===== src/rtl/filler_pkg.sv =====
package filler_pkg;

  typedef enum logic [1:0] {
    ST_IDLE  = 2'd0,
    ST_STEP  = 2'd1,
    ST_WRITE = 2'd2,
    ST_FIN   = 2'd3
  } fillState_t;

  typedef struct packed {
    logic clear;  // zero the address counter at launch
    logic step;   // advance the generator one shift
    logic write;  // present a word and bump the address
  } ctrlStrobes_t;

endpackage


===== src/rtl/filler_ctrl.sv =====
module filler_ctrl
  import filler_pkg::*;
#(
  parameter int STEPS = 8
) (
  input  logic         clk,
  input  logic         softRst,
  input  logic         start,
  input  logic         addrLast,
  output ctrlStrobes_t ctl,
  output logic         busy,
  output logic         done
);

  localparam int CNT_W = (STEPS > 1) ? $clog2(STEPS) : 1;
  localparam logic [CNT_W-1:0] CNT_LAST = CNT_W'(STEPS - 1);

  fillState_t state, stateNext;
  logic [CNT_W-1:0] stepCnt;

  always_comb begin
    stateNext = state;
    unique case (state)
      ST_IDLE:  if (start) stateNext = ST_STEP;
      ST_STEP:  if (stepCnt == CNT_LAST) stateNext = ST_WRITE;
      ST_WRITE: stateNext = addrLast ? ST_FIN : ST_STEP;
      ST_FIN:   stateNext = ST_IDLE;
      default:  stateNext = ST_IDLE;
    endcase
  end

  always_ff @(posedge clk) begin
    if (softRst) begin
      state   <= ST_IDLE;
      stepCnt <= '0;
    end else begin
      state <= stateNext;
      if (state == ST_STEP)
        stepCnt <= (stepCnt == CNT_LAST) ? '0 : stepCnt + 1'b1;
      else
        stepCnt <= '0;
    end
  end

  always_comb begin
    ctl.clear = (state == ST_IDLE) && start;
    ctl.step  = (state == ST_STEP);
    ctl.write = (state == ST_WRITE);
  end

  assign busy = (state == ST_STEP) || (state == ST_WRITE);
  assign done = (state == ST_FIN);

  assert_done_pulse_R7: assert property (@(posedge clk) disable iff (softRst)
    done |=> !done);
  assert_done_not_busy_R7: assert property (@(posedge clk) disable iff (softRst)
    done |-> !busy);
  assert_last_write_ends_R7: assert property (@(posedge clk) disable iff (softRst)
    (ctl.write && addrLast) |=> done);
  assert_write_gap_R5: assert property (@(posedge clk) disable iff (softRst)
    ctl.write |=> (!ctl.write && (ctl.step || done)));
  assert_busy_hold_R6: assert property (@(posedge clk) disable iff (softRst)
    busy |=> (busy || done));
  assert_start_ignored_R8: assert property (@(posedge clk) disable iff (softRst)
    (busy && start && !(ctl.write && addrLast)) |=> busy);

endmodule


===== src/rtl/filler_dp.sv =====
module filler_dp
  import filler_pkg::*;
#(
  parameter int               DATA_W   = 8,
  parameter int               ADDR_W   = 8,
  parameter logic [DATA_W-1:0] SEED    = 8'h01,
  parameter logic [DATA_W-1:0] TAP_MASK = 8'b0001_1101
) (
  input  logic              clk,
  input  logic              softRst,
  input  ctrlStrobes_t      ctl,
  output logic              addrLast,
  output logic [ADDR_W-1:0] wrAddr,
  output logic [DATA_W-1:0] wrData
);

  logic [DATA_W-1:0] lfsr;
  logic [ADDR_W-1:0] addr;
  logic              feedback;

  // Fibonacci form: shift toward bit 0, parity of tapped bits enters the top
  assign feedback = ^(lfsr & TAP_MASK);

  always_ff @(posedge clk) begin
    if (softRst)
      lfsr <= SEED;
    else if (ctl.step)
      lfsr <= {feedback, lfsr[DATA_W-1:1]};
  end

  always_ff @(posedge clk) begin
    if (softRst || ctl.clear)
      addr <= '0;
    else if (ctl.write)
      addr <= addr + 1'b1;
  end

  assign addrLast = &addr;
  assign wrAddr   = addr;
  assign wrData   = lfsr;

  assert_lfsr_nonzero_R9: assert property (@(posedge clk) disable iff (softRst)
    lfsr != '0);
  assert_lfsr_hold_R3: assert property (@(posedge clk) disable iff (softRst)
    !ctl.step |=> (lfsr == $past(lfsr)));
  assert_addr_advance_R4: assert property (@(posedge clk) disable iff (softRst)
    (ctl.write && !ctl.clear) |=> (wrAddr == $past(wrAddr) + 1'b1));
  assert_addr_still_R4: assert property (@(posedge clk) disable iff (softRst)
    (ctl.step && !ctl.write) |=> $stable(wrAddr));

endmodule


===== src/rtl/lfsr_ram_filler.sv =====
module lfsr_ram_filler
  import filler_pkg::*;
#(
  parameter int               DATA_W   = 8,
  parameter int               ADDR_W   = 8,
  parameter logic [DATA_W-1:0] SEED    = 8'h01,
  parameter logic [DATA_W-1:0] TAP_MASK = 8'b0001_1101
) (
  input  logic              clk,
  input  logic              softRst,
  input  logic              start,
  output logic              busy,
  output logic              done,
  output logic              wrEn,
  output logic [ADDR_W-1:0] wrAddr,
  output logic [DATA_W-1:0] wrData
);

  localparam int STEPS = DATA_W;

  ctrlStrobes_t ctl;
  logic         addrLast;

  filler_ctrl #(.STEPS(STEPS)) i_ctrl (
    .clk      (clk),
    .softRst  (softRst),
    .start    (start),
    .addrLast (addrLast),
    .ctl      (ctl),
    .busy     (busy),
    .done     (done)
  );

  filler_dp #(
    .DATA_W   (DATA_W),
    .ADDR_W   (ADDR_W),
    .SEED     (SEED),
    .TAP_MASK (TAP_MASK)
  ) i_dp (
    .clk      (clk),
    .softRst  (softRst),
    .ctl      (ctl),
    .addrLast (addrLast),
    .wrAddr   (wrAddr),
    .wrData   (wrData)
  );

  assign wrEn = ctl.write;

  assert_reset_quiet_R1: assert property (@(posedge clk)
    softRst |=> (!busy && !done && !wrEn && wrAddr == '0));
  assert_write_in_busy_R6: assert property (@(posedge clk) disable iff (softRst)
    wrEn |-> busy);

endmodule


===== config.mk =====
export PLATFORM = sky130hd
export DESIGN_NAME = lfsr_ram_filler
export DESIGN_NICKNAME = d
export VERILOG_FILES = /design/src/rtl/filler_pkg.sv /design/src/rtl/filler_ctrl.sv /design/src/rtl/filler_dp.sv /design/src/rtl/lfsr_ram_filler.sv
export SDC_FILE = /design/constraint.sdc
export NUM_CORES = 1
export LEC_CHECK = 0
export BUFFER_PORTS_ARGS = -buffer_cell sky130_fd_sc_hd__buf_2
export CORE_AREA = 4 4 50 52
export CTS_CLUSTER_SIZE = 24
export DETAILED_ROUTE_END_ITERATION = 7
export DIE_AREA = 0 0 54 56
export GPL_ROUTABILITY_DRIVEN = 1
export PLACE_DENSITY_LB_ADDON = 0.25
export SYNTH_ARGS = -nofsm -noshare
export SYNTH_HDL_FRONTEND = slang
export SYNTH_SLANG_ARGS = --single-unit
export TNS_END_PERCENT = 30

===== constraint.sdc =====
create_clock -name clk -period 1.3 [get_ports clk]
set_input_delay 0.13 -clock clk [delete_from_list [all_inputs] [get_ports clk]]
set_output_delay 0.13 -clock clk [all_outputs]
set_load 0.05 [all_outputs]

## Word-level counts from Yosys, hierarchy flattened

Index checks and enable logic that the tools add are counted.

| operators by class | value |
|---|---|
| reduce and logical (&&, ||, !) cells | 8 |
| $add $sub $neg | 2 |
| eq/ne operators | 6 |
| multiplexer cells | 4 |
| bitwise logic cells | 1 |

Operators by type and width:

| operator | number |
|---|---|
| adder 8 x 1 -> 8 bit (second input constant) | 1 |
| case mux 2 bit (4 select lines) | 1 |
| AND reduction 8 bit | 1 |
| XOR reduction 8 bit | 1 |
| 2-to-1 mux 2 bit | 3 |
| equality test 2 bit (second input constant) | 2 |
| adder 3 x 1 -> 3 bit (second input constant) | 1 |
| equality test 3 bit (second input constant) | 1 |
| OR reduction 3 bit | 1 |
| equality test 2 x 1 -> 1 bit (second input constant) | 1 |
| zero test 2 bit | 1 |
| logical OR 1 bit | 2 |
| inequality test 2 x 1 -> 1 bit (second input constant) | 1 |
| inequality test 2 bit (second input constant) | 1 |
| AND reduction 2 bit | 1 |
| logical AND 1 bit | 1 |
| inverter 1 bit | 1 |

| storage, ports and cells | value |
|---|---|
| bits of input ports | 3 |
| output and inout bits | 19 |
| word-level logic and storage cells | 25 |
| register bits after elaboration | 21 |

## Logic depth before layout (Yosys ltp)

| logic depth | value |
|---|---|
| depth in word-level cells | 3 |
| mapped depth | 6 |
| mapped depth without buffers | 5 |

## By module

A second synthesis with hierarchy kept.

| second synthesis, totals | value |
|---|---|
| cells, all modules | 98 |
| area, all modules | 950.9 µm² |

Modules (own cells, without submodules):

| module | seq. area each (µm²) | instances | area each (µm²) | cells an instance |
|---|---|---|---|---|
| filler_dp | 320.3 | 1 | 656.9 | 69 |
| filler_ctrl | 100.1 | 1 | 294.0 | 29 |

## Worst setup path after synthesis

Ideal clock, no wire load.

| path | value |
|---|---|
| path type | register to register |
| from | register i_ctrl.state[0] |
| to | register i_dp.addr[5], in the netlist i_dp.wrAddr[5] |
| buffers on the path | 1 |
| slack | -0.476 ns |
| stages on the path, launching flop included | 7 |
| data required time | 1.230 ns |
| arrival time | 1.706 ns |
| cells stage by stage | dfxtp_1 -> inv_1 -> ha_1 -> buf_4 -> nand4_2 -> or3_1 -> a21oi_1 |

| on the way | value |
|---|---|
| elaborated cells between the ends (all ways) | 4 |
| classes of those cells | eq/ne: 1; reduce/logical: 3 |

RTL lines:

| item | line | source |
|---|---|---|
| from (decl) | filler_ctrl.sv:18 | `fillState_t state, stateNext;` |
| from (signal assigned) | filler_ctrl.sv:37 | `state <= stateNext;` |
| equality test 2 bit | filler_ctrl.sv:48 | `ctl.write = (state == ST_WRITE);` |
| net wrEn | lfsr_ram_filler.sv:14 | `output logic wrEn,` |
| to (signal assigned) | filler_dp.sv:35 | `addr <= addr + 1'b1;` |
| to (decl) | filler_dp.sv:18 | `logic [ADDR_W-1:0] addr;` |

The timed path passes the listed nets, and every way through them passes these cells.
A chain may end at the register's enable or synchronous reset.

## Final worst setup path

| path | value |
|---|---|
| from | register i_ctrl.state[1] |
| to | output busy |

| on the way | value |
|---|---|
| cells in the longest elaborated chain, start to end | 2 |
| elaborated cells between the ends (all ways) | 3 |
| classes of those cells | eq/ne: 2; reduce/logical: 1 |

RTL lines:

| item | line | source |
|---|---|---|
| equality test 2 x 1 -> 1 bit or equality test 2 bit (tied branches) | filler_ctrl.sv:51 | `assign busy = (state == ST_STEP) \|\| (state == ST_WRITE);` |
| logical OR 1 bit * | filler_ctrl.sv:51 |  |
| to (decl) | lfsr_ram_filler.sv:12 | `output logic busy,` |

Every way passes the cells marked *; elsewhere a longest branch is shown, timed or not.

==> summary.md <==
| Metric | Value |
|---|---|
| Outcome | `finished clean` |
| Via count | `755` |
| Post-layout net count | `135` |
| Slew @ Worst Pin | `304 ps` |
| RR Startpoint | `i_ctrl.stepCnt[0]` |
| Yosys cell types | `26` |
| Setup slack, reg-to-reg | `roughly 20 ps` |
| Port buffer count | `21` |
| Crit path buffers/inverters | `2` |
| Syn_nets | `105` |
| Ys Warns | `0` |
| Worst path max stage delay | `a little over 400 ps` |
| Post-synth top area cell | `dfxtp_1` |
| Num CTS Buffers | `3` |
| First-pass GRT wire length | `3.02 mm` |
| Core Area | `0.00211 mm²` |
| Layout filler cell count | `about 190` |
| Critical path class | `flop to output port` |
| Final-report hold violation count | `0` |
| Final setup skew | `roughly 4.7 ps` |
| Pre-CTS setup slack | `-113 ps` |
| Worst endpoint data arrival time | `~1200 ps` |
| Syn_area_per_cell | `between 9 and 10 µm²` |
| Register-to-Register Path Depth | `5` |
| Initial antenna violation count | `0` |
| CP delay by family, top | `flip-flops` |
| Cts hold-fix bufs | `0` |
| Pwr dens | `~1700 mW/mm²` |
| CTS Sinks | `21` |
| Relative slew margins | `between 70% and 80%` |
| Launch point of the worst path | `i_ctrl.state[1]` |
| Final worst slack | `around 2.9 ps` |
| WL/cell | `roughly 13 µm` |
| Final period util | `between 90% and 100%` |
| Max VDD drop | `approximately 0.92 mV` |
| Seq/Total Area, Yosys | `approximately 46%` |
| Syn Std Cell Area | `a little over 900 µm²` |
| WP data required | `about 1200 ps` |
| Pin count of the biggest net entering global routing | `14` |
| Top Ports | `22` |
| #FFs+latches synth | `21` |
| Rows | `17` |
| WHS Endpoint | `i_dp.wrData[6]` |
| Layout area overhead | `33.3%` |
| P_leak | `0.537 nW` |
| Cells after Synth | `between 90 and 100` |
| Hold path startpoint | `softRst` |
| Largest cells by area after synthesis | `dfxtp_1 (46%), ha_1 (11%), mux2i_1 (7.6%)` |
| Worst hold path class | `input pin to flop` |
| 1st-pass router iterations | `4` |
| Crit-path slowest cell | `dfxtp_4` |
| Layout cell share with drive strength beyond 1 | `41.5%` |
| Initial core utilization | `a little over two fifths` |
| Top cell type's share of synthesized area | `between 40 and 50%` |
| Setup violations, final | `0` |
| Vias in the first global route | `approximately 700` |
| DP Cell Count | `between 100 and 150` |
| Die span in x | `~54 µm` |
| CP startpoint kind | `flop` |
| Diodes inserted | `0` |
| TritonCTS clock tree | `built` |
| Clk_lat worst skew | `roughly 300 ps` |
| Die ar. | `0.00302 mm²` |
| Post-Route WL | `approximately 1.9 mm` |
| Critical path endpoint category | `output port` |
| Clk slew on worst S/H paths | `~120 ps` |
| Global route overflow | `0` |
| Fmax | `771 MHz` |
| Non-filler cells, final | `around 150` |
| Cell chain of the critical path | `inv_4 > ha_4 > buf_8` |
| DPL Wire Length | `1.32 mm` |
| Root Driver | `clkbuf_4` |
| Post-route ant nets | `0` |
| Max cap viols | `0` |
| Number of H-tree levels | `1` |
| GPL Wtd Cong | `approximately 0.74` |
| Fin. max-slew vios | `0` |
| Initial DRC count | `1` |
| CP max FO | `5` |
| Worst R2R End | `i_ctrl.state[1]` |
| Tot GR Track Use | `between 10% and 20%` |
| Die height | `56 µm` |
| Vias per cell | `~5.0` |
| Final min period | `between 1000 and 1500 ps` |
| RSZ-0062 raised after global routing | `true` |
| CTS Buffer Depth | `2` |
| Hold Crit Depth | `2` |
| Residual DRC | `0` |
==> cells by family (layout without fill, tap and decap cells) <==
group / count (synthesis) / after routing / synth area share [%]
multiplexers: 7 / 7 / 7.59
adder cells (fa/ha/maj): 8 / 8 / 10.8
XOR/XNOR: 7 / 7 / 6.64
buffers and inverters: 5 / 34 / 2.57
AO/OA/AOI/OAI: 13 / 13 / 8.81
flip-flops: 21 / 21 / 45.5
AND/OR/NAND/NOR: 33 / 33 / 18.0
==> state kept, by name (all words and copies together) (netlist names) <==
signal	flops
i_ctrl.state	2
i_ctrl.stepCnt	3
i_dp.wrAddr	8
i_dp.wrData	8
==> power by group <==
group	switching, mW	total [mW]	leakage, nW	internal [mW]
combinational	0.578	0.977	0.345	0.400
clock	0.202	0.317	0.0177	0.115
sequential	0.0782	0.808	0.174	0.730
==> stage by stage <==
step / TNS (ps) / util [%] / total power, mW / hold slack [ps] / cell area [µm²]
after floorplan: -352 / - / 1.45 / 229 / 956
after global placement: 0 / 52.2 / 1.57 / 423 / 1100
after detailed placement: -189 / 52.2 / 1.59 / 427 / 1100
after CTS: -7.38 / 56.3 / 2.08 / 140 / 1180
after global routing: -245 / 58.5 / 2.22 / 150 / 1230
final: 0 / 58.5 / 2.10 / 142 / 1230
==> cell usage after synthesis <==
cell type,instances
a211o_1,1
a211oi_1,1
a21o_1,2
a21oi_1,4
a311oi_1,1
a31oi_1,1
and2_1,2
buf_1,1
buf_2,1
buf_4,1
dfxtp_1,21
ha_1,8
inv_1,2
mux2i_1,7
nand2_1,3
nand2b_1,2
nand3_1,2
nand4_1,3
nand4_2,1
nor2_1,14
nor2b_1,1
nor3_1,1
o21ai_0,3
or3_1,4
xnor2_1,4
xor2_1,3
==> worst max path at each step <==
stage	endpoint	cells past startpoint
2_1_floorplan	i_dp.wrAddr[5]	6
3_3_place_gp	i_ctrl.state[1]	5
3_5_place_dp	i_ctrl.state[0]	5
4_1_cts	busy	3
5_1_grt	busy	3
6_report	busy	3
==> layout make-up <==
type                       count  area, µm²  share of cell area [%]
multi-input combinational     68        543                    44.1
tap                           28       35.0                    2.85
clock inverter                 1       5.00                   0.407
inverter                       2       12.5                    1.02
sequential                    21        435                    35.4
timing repair buffer          28        178                    14.4
clock buffer                   3       22.5                    1.83
==> per-layer routing <==
metal	part of all wire (%)	global-route usage, %
met1	45	15.9
met4	0.69	6.05
met5	0	0
met3	4.4	3.49
met2	50	21.8
==> layout by cell type, fill, tap and decap left out, types with 2 or more instances in the layout <==
cell type,instances
a21o_1,2
a21oi_1,2
a21oi_2,2
and2_1,2
buf_2,19
buf_4,6
buf_6,2
clkbuf_4,3
dfxtp_1,13
dfxtp_2,6
dfxtp_4,2
ha_1,6
ha_4,2
inv_4,2
mux2i_1,7
nand2_1,3
nand4_1,3
nor2_1,14
o21ai_0,3
or3_1,2
or3_4,2
xnor2_1,4
xor2_1,3
==> repair_timing <==
action	in CTS	in global routing
pin swaps	1	2
buffers inserted	1	3
endpoints found under the setup margin	12	11
resized for setup	15	6
No activity file was read; power rests on OpenSTA's default activity.
